**src/rtl/assoc2_cache_pkg.sv**
```systemverilog
package assoc2_cache_pkg;
  typedef enum logic [2:0] {
    ST_IDLE,
    ST_LOOKUP,
    ST_FETCH,
    ST_FILL,
    ST_WRITE,
    ST_RESP
  } cache_state_e;
endpackage

```
**src/rtl/assoc2_cache_way.sv**
```systemverilog
module assoc2_cache_way #(
  parameter int SETS   = 8,
  parameter int WORDS  = 4,
  parameter int DATA_W = 32,
  parameter int TAG_W  = 25,
  localparam int IDX_W  = $clog2(SETS),
  localparam int WSEL_W = $clog2(WORDS)
) (
  input  logic              clk,
  input  logic              rst_n,
  input  logic [IDX_W-1:0]  idx,
  input  logic [TAG_W-1:0]  tag,
  input  logic [WSEL_W-1:0] wsel,
  input  logic              fill_we,
  input  logic [WSEL_W-1:0] fill_wsel,
  input  logic [DATA_W-1:0] fill_data,
  input  logic              fill_last,
  input  logic              hit_we,
  input  logic [DATA_W-1:0] hit_wdata,
  output logic              hit,
  output logic              valid,
  output logic [DATA_W-1:0] rdata
);
  logic [SETS-1:0]   valid_q;
  logic [TAG_W-1:0]  tag_q  [SETS];
  logic [DATA_W-1:0] data_q [SETS][WORDS];

  always_ff @(posedge clk) begin
    if (!rst_n) begin
      valid_q <= '0;
    end else if (fill_we && fill_last) begin
      valid_q[idx] <= 1'b1;
    end
  end

  always_ff @(posedge clk) begin
    if (fill_we && fill_last) begin
      tag_q[idx] <= tag;
    end
  end

  always_ff @(posedge clk) begin
    if (fill_we) begin
      data_q[idx][fill_wsel] <= fill_data;
    end else if (hit_we) begin
      data_q[idx][wsel] <= hit_wdata;
    end
  end

  assign valid = valid_q[idx];
  assign hit   = valid_q[idx] && (tag_q[idx] == tag);
  assign rdata = data_q[idx][wsel];
endmodule

```
**src/rtl/assoc2_cache_lru.sv**
```systemverilog
module assoc2_cache_lru #(
  parameter int SETS = 8,
  localparam int IDX_W = $clog2(SETS)
) (
  input  logic             clk,
  input  logic             rst_n,
  input  logic [IDX_W-1:0] idx,
  input  logic             valid0,
  input  logic             valid1,
  input  logic             touch,
  input  logic             touch_way,
  output logic             victim
);
  // One bit per set naming the way not used most recently.
  logic [SETS-1:0] older_q;

  always_ff @(posedge clk) begin
    if (!rst_n) begin
      older_q <= '0;
    end else if (touch) begin
      older_q[idx] <= ~touch_way;
    end
  end

  always_comb begin
    if (!valid0)      victim = 1'b0;
    else if (!valid1) victim = 1'b1;
    else              victim = older_q[idx];
  end
endmodule

```
**src/rtl/assoc2_cache.sv**
```systemverilog
module assoc2_cache
  import assoc2_cache_pkg::*;
#(
  parameter int ADDR_W = 32,
  parameter int DATA_W = 32,
  parameter int SETS   = 8,
  parameter int WORDS  = 4
) (
  input  logic              clk,
  input  logic              rst_n,
  input  logic              req_valid,
  output logic              req_ready,
  input  logic              req_we,
  input  logic [ADDR_W-1:0] req_addr,
  input  logic [DATA_W-1:0] req_wdata,
  output logic              rsp_valid,
  input  logic              rsp_ready,
  output logic [DATA_W-1:0] rsp_rdata,
  output logic              rsp_hit,
  output logic              mem_rd_valid,
  input  logic              mem_rd_ready,
  output logic [ADDR_W-1:0] mem_rd_addr,
  input  logic              mem_fill_valid,
  input  logic [DATA_W-1:0] mem_fill_data,
  output logic              mem_wr_valid,
  input  logic              mem_wr_ready,
  output logic [ADDR_W-1:0] mem_wr_addr,
  output logic [DATA_W-1:0] mem_wr_data
);
  localparam int BYTE_W   = $clog2(DATA_W / 8);
  localparam int WSEL_W   = $clog2(WORDS);
  localparam int IDX_W    = $clog2(SETS);
  localparam int LINE_OFF = BYTE_W + WSEL_W;
  localparam int TAG_W    = ADDR_W - IDX_W - LINE_OFF;
  localparam int NWAYS    = 2;

  cache_state_e      state_q;
  logic [ADDR_W-1:0] addr_q;
  logic              we_q;
  logic [DATA_W-1:0] wdata_q;
  logic              missed_q;
  logic              victim_q;
  logic [WSEL_W-1:0] beat_q;
  logic [DATA_W-1:0] rdata_q;
  logic              hit_q;

  logic [IDX_W-1:0]  idx;
  logic [TAG_W-1:0]  tag;
  logic [WSEL_W-1:0] wsel;
  logic [NWAYS-1:0]  way_hit;
  logic [NWAYS-1:0]  way_valid;
  logic [DATA_W-1:0] way_rdata [NWAYS];
  logic              any_hit;
  logic              hit_way;
  logic              victim;
  logic              fill_last;
  logic              lru_touch;
  logic              lru_way;

  assign idx  = addr_q[LINE_OFF +: IDX_W];
  assign tag  = addr_q[ADDR_W-1 -: TAG_W];
  assign wsel = addr_q[BYTE_W +: WSEL_W];

  assign any_hit   = |way_hit;
  assign hit_way   = way_hit[1];
  assign fill_last = (state_q == ST_FILL) && mem_fill_valid &&
                     (beat_q == WSEL_W'(WORDS - 1));

  for (genvar w = 0; w < NWAYS; w++) begin : g_way
    logic way_fill_we;
    logic way_hit_we;
    assign way_fill_we = (state_q == ST_FILL) && mem_fill_valid && (victim_q == w[0]);
    assign way_hit_we  = (state_q == ST_LOOKUP) && we_q && way_hit[w];

    assoc2_cache_way #(
      .SETS  (SETS),
      .WORDS (WORDS),
      .DATA_W(DATA_W),
      .TAG_W (TAG_W)
    ) u_way (
      .clk      (clk),
      .rst_n    (rst_n),
      .idx      (idx),
      .tag      (tag),
      .wsel     (wsel),
      .fill_we  (way_fill_we),
      .fill_wsel(beat_q),
      .fill_data(mem_fill_data),
      .fill_last(fill_last),
      .hit_we   (way_hit_we),
      .hit_wdata(wdata_q),
      .hit      (way_hit[w]),
      .valid    (way_valid[w]),
      .rdata    (way_rdata[w])
    );
  end

  assign lru_touch = ((state_q == ST_LOOKUP) && any_hit) || fill_last;
  assign lru_way   = (state_q == ST_FILL) ? victim_q : hit_way;

  assoc2_cache_lru #(
    .SETS(SETS)
  ) u_lru (
    .clk      (clk),
    .rst_n    (rst_n),
    .idx      (idx),
    .valid0   (way_valid[0]),
    .valid1   (way_valid[1]),
    .touch    (lru_touch),
    .touch_way(lru_way),
    .victim   (victim)
  );

  always_ff @(posedge clk) begin
    if (!rst_n) begin
      state_q  <= ST_IDLE;
      addr_q   <= '0;
      we_q     <= 1'b0;
      wdata_q  <= '0;
      missed_q <= 1'b0;
      victim_q <= 1'b0;
      beat_q   <= '0;
      rdata_q  <= '0;
      hit_q    <= 1'b0;
    end else begin
      unique case (state_q)
        ST_IDLE: begin
          if (req_valid) begin
            addr_q   <= req_addr;
            we_q     <= req_we;
            wdata_q  <= req_wdata;
            missed_q <= 1'b0;
            state_q  <= ST_LOOKUP;
          end
        end
        ST_LOOKUP: begin
          if (we_q) begin
            hit_q   <= any_hit;
            state_q <= ST_WRITE;
          end else if (any_hit) begin
            rdata_q <= way_rdata[hit_way];
            hit_q   <= !missed_q;
            state_q <= ST_RESP;
          end else begin
            victim_q <= victim;
            missed_q <= 1'b1;
            state_q  <= ST_FETCH;
          end
        end
        ST_FETCH: begin
          if (mem_rd_ready) begin
            beat_q  <= '0;
            state_q <= ST_FILL;
          end
        end
        ST_FILL: begin
          if (mem_fill_valid) begin
            beat_q <= beat_q + 1'b1;
            if (fill_last) state_q <= ST_LOOKUP;
          end
        end
        ST_WRITE: begin
          if (mem_wr_ready) state_q <= ST_RESP;
        end
        ST_RESP: begin
          if (rsp_ready) state_q <= ST_IDLE;
        end
        default: state_q <= ST_IDLE;
      endcase
    end
  end

  assign req_ready    = (state_q == ST_IDLE);
  assign rsp_valid    = (state_q == ST_RESP);
  assign rsp_rdata    = rdata_q;
  assign rsp_hit      = hit_q;
  assign mem_rd_valid = (state_q == ST_FETCH);
  assign mem_rd_addr  = {addr_q[ADDR_W-1:LINE_OFF], {LINE_OFF{1'b0}}};
  assign mem_wr_valid = (state_q == ST_WRITE);
  assign mem_wr_addr  = addr_q;
  assign mem_wr_data  = wdata_q;
endmodule

```
**config.mk**
```make
export PLATFORM = sky130hd
export DESIGN_NAME = assoc2_cache
export DESIGN_NICKNAME = d
export VERILOG_FILES = /design/src/rtl/assoc2_cache_pkg.sv /design/src/rtl/assoc2_cache_way.sv /design/src/rtl/assoc2_cache_lru.sv /design/src/rtl/assoc2_cache.sv
export SDC_FILE = /design/constraint.sdc
export NUM_CORES = 2
export LEC_CHECK = 0
export BUFFER_PORTS_ARGS = -buffer_cell sky130_fd_sc_hd__buf_2
export CAP_MARGIN = 20
export CELL_PAD_IN_SITES_DETAIL_PLACEMENT = 1
export CELL_PAD_IN_SITES_GLOBAL_PLACEMENT = 2
export CORE_UTILIZATION = 35
export CTS_BUF_LIST = sky130_fd_sc_hd__clkbuf_8
export DETAILED_ROUTE_END_ITERATION = 10
export PLACE_DENSITY_LB_ADDON = 0.1
export RECOVER_POWER = 50
export SLEW_MARGIN = 20
export SYNTH_ARGS = -nofsm -noshare
export SYNTH_HDL_FRONTEND = slang
export SYNTH_HIERARCHICAL = 1
export SYNTH_SLANG_ARGS = --single-unit
export TNS_END_PERCENT = 1
```
**constraint.sdc**
```tcl
create_clock -name clk -period 6.2 [get_ports clk]
set_input_delay 0.62 -clock clk [delete_from_list [all_inputs] [get_ports clk]]
set_output_delay 0.62 -clock clk [all_outputs]
set_load 0.1 [all_outputs]
```
==> results.md <==
* Fraction of the mapped netlist area in compound gates at 0.0874
* Vias per inst at 5.80
* Number of vias in the routed layout at 62592
* Worst Tran Pin Value at 3.16 ns
* Headroom to the max-slew limit at -1.12
* Setup repair after global routing missed its margin: no
* Sequential cell area fraction in the yosys report at 0.750
* Worst min-delay path class: in -> reg
* Die Footprint at 292000 sq um
* Total length of routed wires at 402 mm
* Fraction of synthesized cell area taken by the top area cell type at 0.724
* Sort of element at the end of the critical path: flop
* Gr usage total at 0.271
* Cell taking the most area after synthesis: edfxtp_1
* Largest net degree at the start of global routing at 85
* Library cell used as clock root buffer: clkbuf_8
* Register bit count reported by yosys at 2577
* 1st-iter DRT viols at 5964
* Placement row count at ~200
* Cell area after synthesis at between 100000 and 150000 sq um
* Proportion of synthesized area in mux cells at 0.0983
* Initial standard-cell utilization of the core at 0.352
* H-Tree Level Count at 5
* Detailed-route wire length on metal 1 at around 170 mm
* Placer congestion estimate at 0.797
* Arr. time, crit path at 6.49 ns
* Largest family of logic cells by synthesized area: multiplexers
* Adder-cell share of the synthesized area at 0.000123
* Basic-gate share of the synthesized area counting and, or, nand and nor cells at 0.0408
* Violations in the final reports: capacitance limit, slew limit
* Ys Warns at 6
* DRT antenna net count at 0
* Worst skew pair latency at 1.11 ns
* Wire length of the first global-routing pass at roughly 550 mm
* I/O Pins at 237
* Number of maximum-capacitance constraint violations at 19
* Count of final max-slew check failures at around 430
* Count of flip-flops with a built-in enable after synthesis at between 2000 and 2500
* Leakage at 37.1 nW
* Top post-synthesis cells by area: edfxtp_1, mux2_2, mux4_2
* Share of final-layout standard cells stronger than drive strength 1 at 0.212
* Gr ovfl total at 0
* Clock buffer count from CTS at 446
* CTS tree: built
* Synth async-reset ratio at 0
* Number of global-route vias before repair at 63950
* Antenna violations before repair at 68
* X dimension of the die at between 500 and 600 microns
* Setup-violating endpoint count in the final report at 0
* Y dimension of the die at 540 microns
* CTS sink count at roughly 2600
* Startpoint kind of the worst setup timing path: flop
* Total power divided by cell area at 356 nW/um^2
* Hold violation total from the final report at 0
* Mean post-synth cell area at 16.9 sq um
* Routed length on met3 at 24.5 mm
* Worst IR drop on VDD at around 0.00021 V
* Dpl ws at 0.693 ns
* Layout filler cell count at 28413
* Clock slew at reported path FFs at 0.06 ns
* Deepest clock path buffer count at 4
* Total of cells resized after clock tree synthesis at 0
* Critical path fanouts, max at 29
* Area of all sequential standard cells at 76100 sq um
* Setup slack of the critical path after layout at 0.420 ns
* Met2 routed WL at roughly 200 mm
* Critical path class: reg -> reg
* Most instantiated flip-flop cell in the synthesis netlist: edfxtp_1
* Xor/xnor share of the synthesized area at 0.00276
* Placed wire-length estimate at around 240 mm
* Outcome: finished with violations
* Crit share post-route at 0.932
* Count of mapped cells out of synthesis at 6002
* Highest attainable clock frequency at 173 MHz
* Post-Route Utilization at 0.408
* DRC violation count after routing at 0
* P&R area growth vs syn at 15.8%
* Iteration count of the initial detailed-routing pass at 8
* Required @ worst endpoint at 6.91 ns
* Multi-input combinational cell area at between 20000 and 25000 sq um
* Maximum clock skew at final layout at 0.0684 ns
* Number of nets at the end of the flow at 6765
* Uppermost layer routed: met5
* Time the final worst path needs with I/O delays and setup at approximately 5.8 ns
* R2R setup slack at 0.42 ns
* WL/cell at between 30 and 40 microns
* Synth cell types at 74
* Post-Route Hold Slack at approximately 0.2 ns
* Number of I/O port buffers at 232
* Core box area at approximately 290000 sq um
state kept, by name, indices dropped and copies added (netlist names):
register             flops
u_lru/older_q            8
victim_q                 1
rsp_hit                  1
mem_wr_addr             32
rsp_rdata               32
missed_q                 1
g_way.u_way/tag_q      400
g_way.u_way/valid_q     16
mem_wr_data             32
beat_q                   2
state_q                  3
g_way.u_way/data_q    2048
we_q                     1
where the power goes:
group | internal, mW | leakage (nW) | switching (mW)
Combinational | 2.19 | 9.30 | 5.98
Sequential | 19.3 | 23.1 | 0.338
Clock | 6.95 | 4.67 | 7.13
Total | 28.4 | 37.1 | 13.4
repair_timing:
action                                 CTS  global route
setup buffers                            0             0
hold buffers                            71             0
endpoints found under the hold margin   71             0
final timing paths:
path                               start                                endpoint  cells after the start
min                            req_valid                 state_q[1]$_SDFFE_PN0P_                      5
max reg2reg  mem_wr_addr[4]$_SDFFE_PN0P_  g_way[0].u_way/data_q[7][41]$_DFFE_PP_                     15
min reg2reg  mem_wr_addr[0]$_SDFFE_PN0P_             mem_wr_addr[0]$_SDFFE_PN0P_                      2
max          mem_wr_addr[4]$_SDFFE_PN0P_  g_way[0].u_way/data_q[7][41]$_DFFE_PP_                     15
metal layers:
| layer | global-route usage | vias to the layer above |
|---|---|---|
| met5 | 0 | - |
| met4 | 0.0695 | 6 |
| met3 | 0.0367 | 533 |
| met2 | 0.458 | 2396 |
| met1 | 0.367 | 34043 |
| li1 | - | 25614 |
cells in the mapped netlist (all sizes together), types with 7 or more instances:
library cell	number
a21o	13
o21a	20
a221o	30
nor2	260
a21boi	7
inv	24
a22o	65
nand4	45
o311ai	7
o2111ai	9
clkbuf	198
mux2i	280
edfxtp	2448
nor3	16
mux4	138
a222oi	32
o21ai	148
nand2b	15
nand2	448
a31oi	18
o211ai	19
nand3	71
o221ai	13
a211oi	46
nor4	8
nor2b	13
a221oi	198
nor3b	11
xnor2	30
buf	224
o22a	8
mux2	361
a22oi	363
and3b	9
dfxtp	129
or3	9
a21oi	173
o22ai	35
and3	13
stage by stage:
step / instance area (sq um) / power (mW) / instances / TNS (ns)
2_1_floorplan: 101000 / 24.3 / 6005 / -258.80
3_3_place_gp: 110000 / 28.1 / 9917 / 0
3_5_place_dp: 110000 / 28.1 / 9919 / 0
4_1_cts: 118000 / 42.3 / 10775 / 0
5_1_grt: 117000 / 43.2 / 10783 / 0
6_report: 118000 / 41.9 / 10800 / 0
cell usage in the layout, fill, tap and decap left out, types with 46 or more instances in the layout:
cell	count
a211oi_1	46
a21oi_1	173
a221oi_1	198
a22o_1	65
a22oi_1	363
buf_12	58
buf_2	110
buf_4	198
clkbuf_1	169
clkbuf_8	457
clkinv_1	92
dfxtp_1	123
dlygate4sd3_1	71
edfxtp_1	2448
inv_1	201
mux2_2	323
mux2i_1	280
mux4_2	138
nand2_1	447
nand3_1	69
nor2_1	193
nor2_4	65
o21ai_0	137
layout make-up:
class | count | area share
Antenna cell | 22 | 0.000468
Tap cell | 3781 | 0.0403
Multi-Input combinational cell | 2981 | 0.204
Clock inverter | 328 | 0.0135
Inverter | 25 | 0.000809
Clock buffer | 457 | 0.0535
Timing Repair Buffer | 629 | 0.0399
Sequential cell | 2577 | 0.648
worst max-delay path: stages, from the launching register on:
cell and delay, ns:
dfxtp_4 0.53, nor2_1 0.98, buf_4 0.49, a22oi_1 0.15
nand3_1 0.14, nand3b_1 0.08, or4_1 0.46, nor4_1 0.28
buf_4 0.21, and3_1 0.18, nor2b_1 0.41, nand2_1 0.17
nor2_4 0.15, a31oi_2 0.18, nor2_1 0.31, clkbuf_4 0.63
cell families (layout without fill, tap and decap cells):
kind of cell    Yosys count  in the layout
flops                  2577           2577
fa+ha+maj                 1              1
simple gates            941            941
mux                     779            779
buf+inv                 447           1439
other cells               1             26
xor+xnor                 32             32
compound gates         1224           1224
Power figures use the tool's default switching activity.
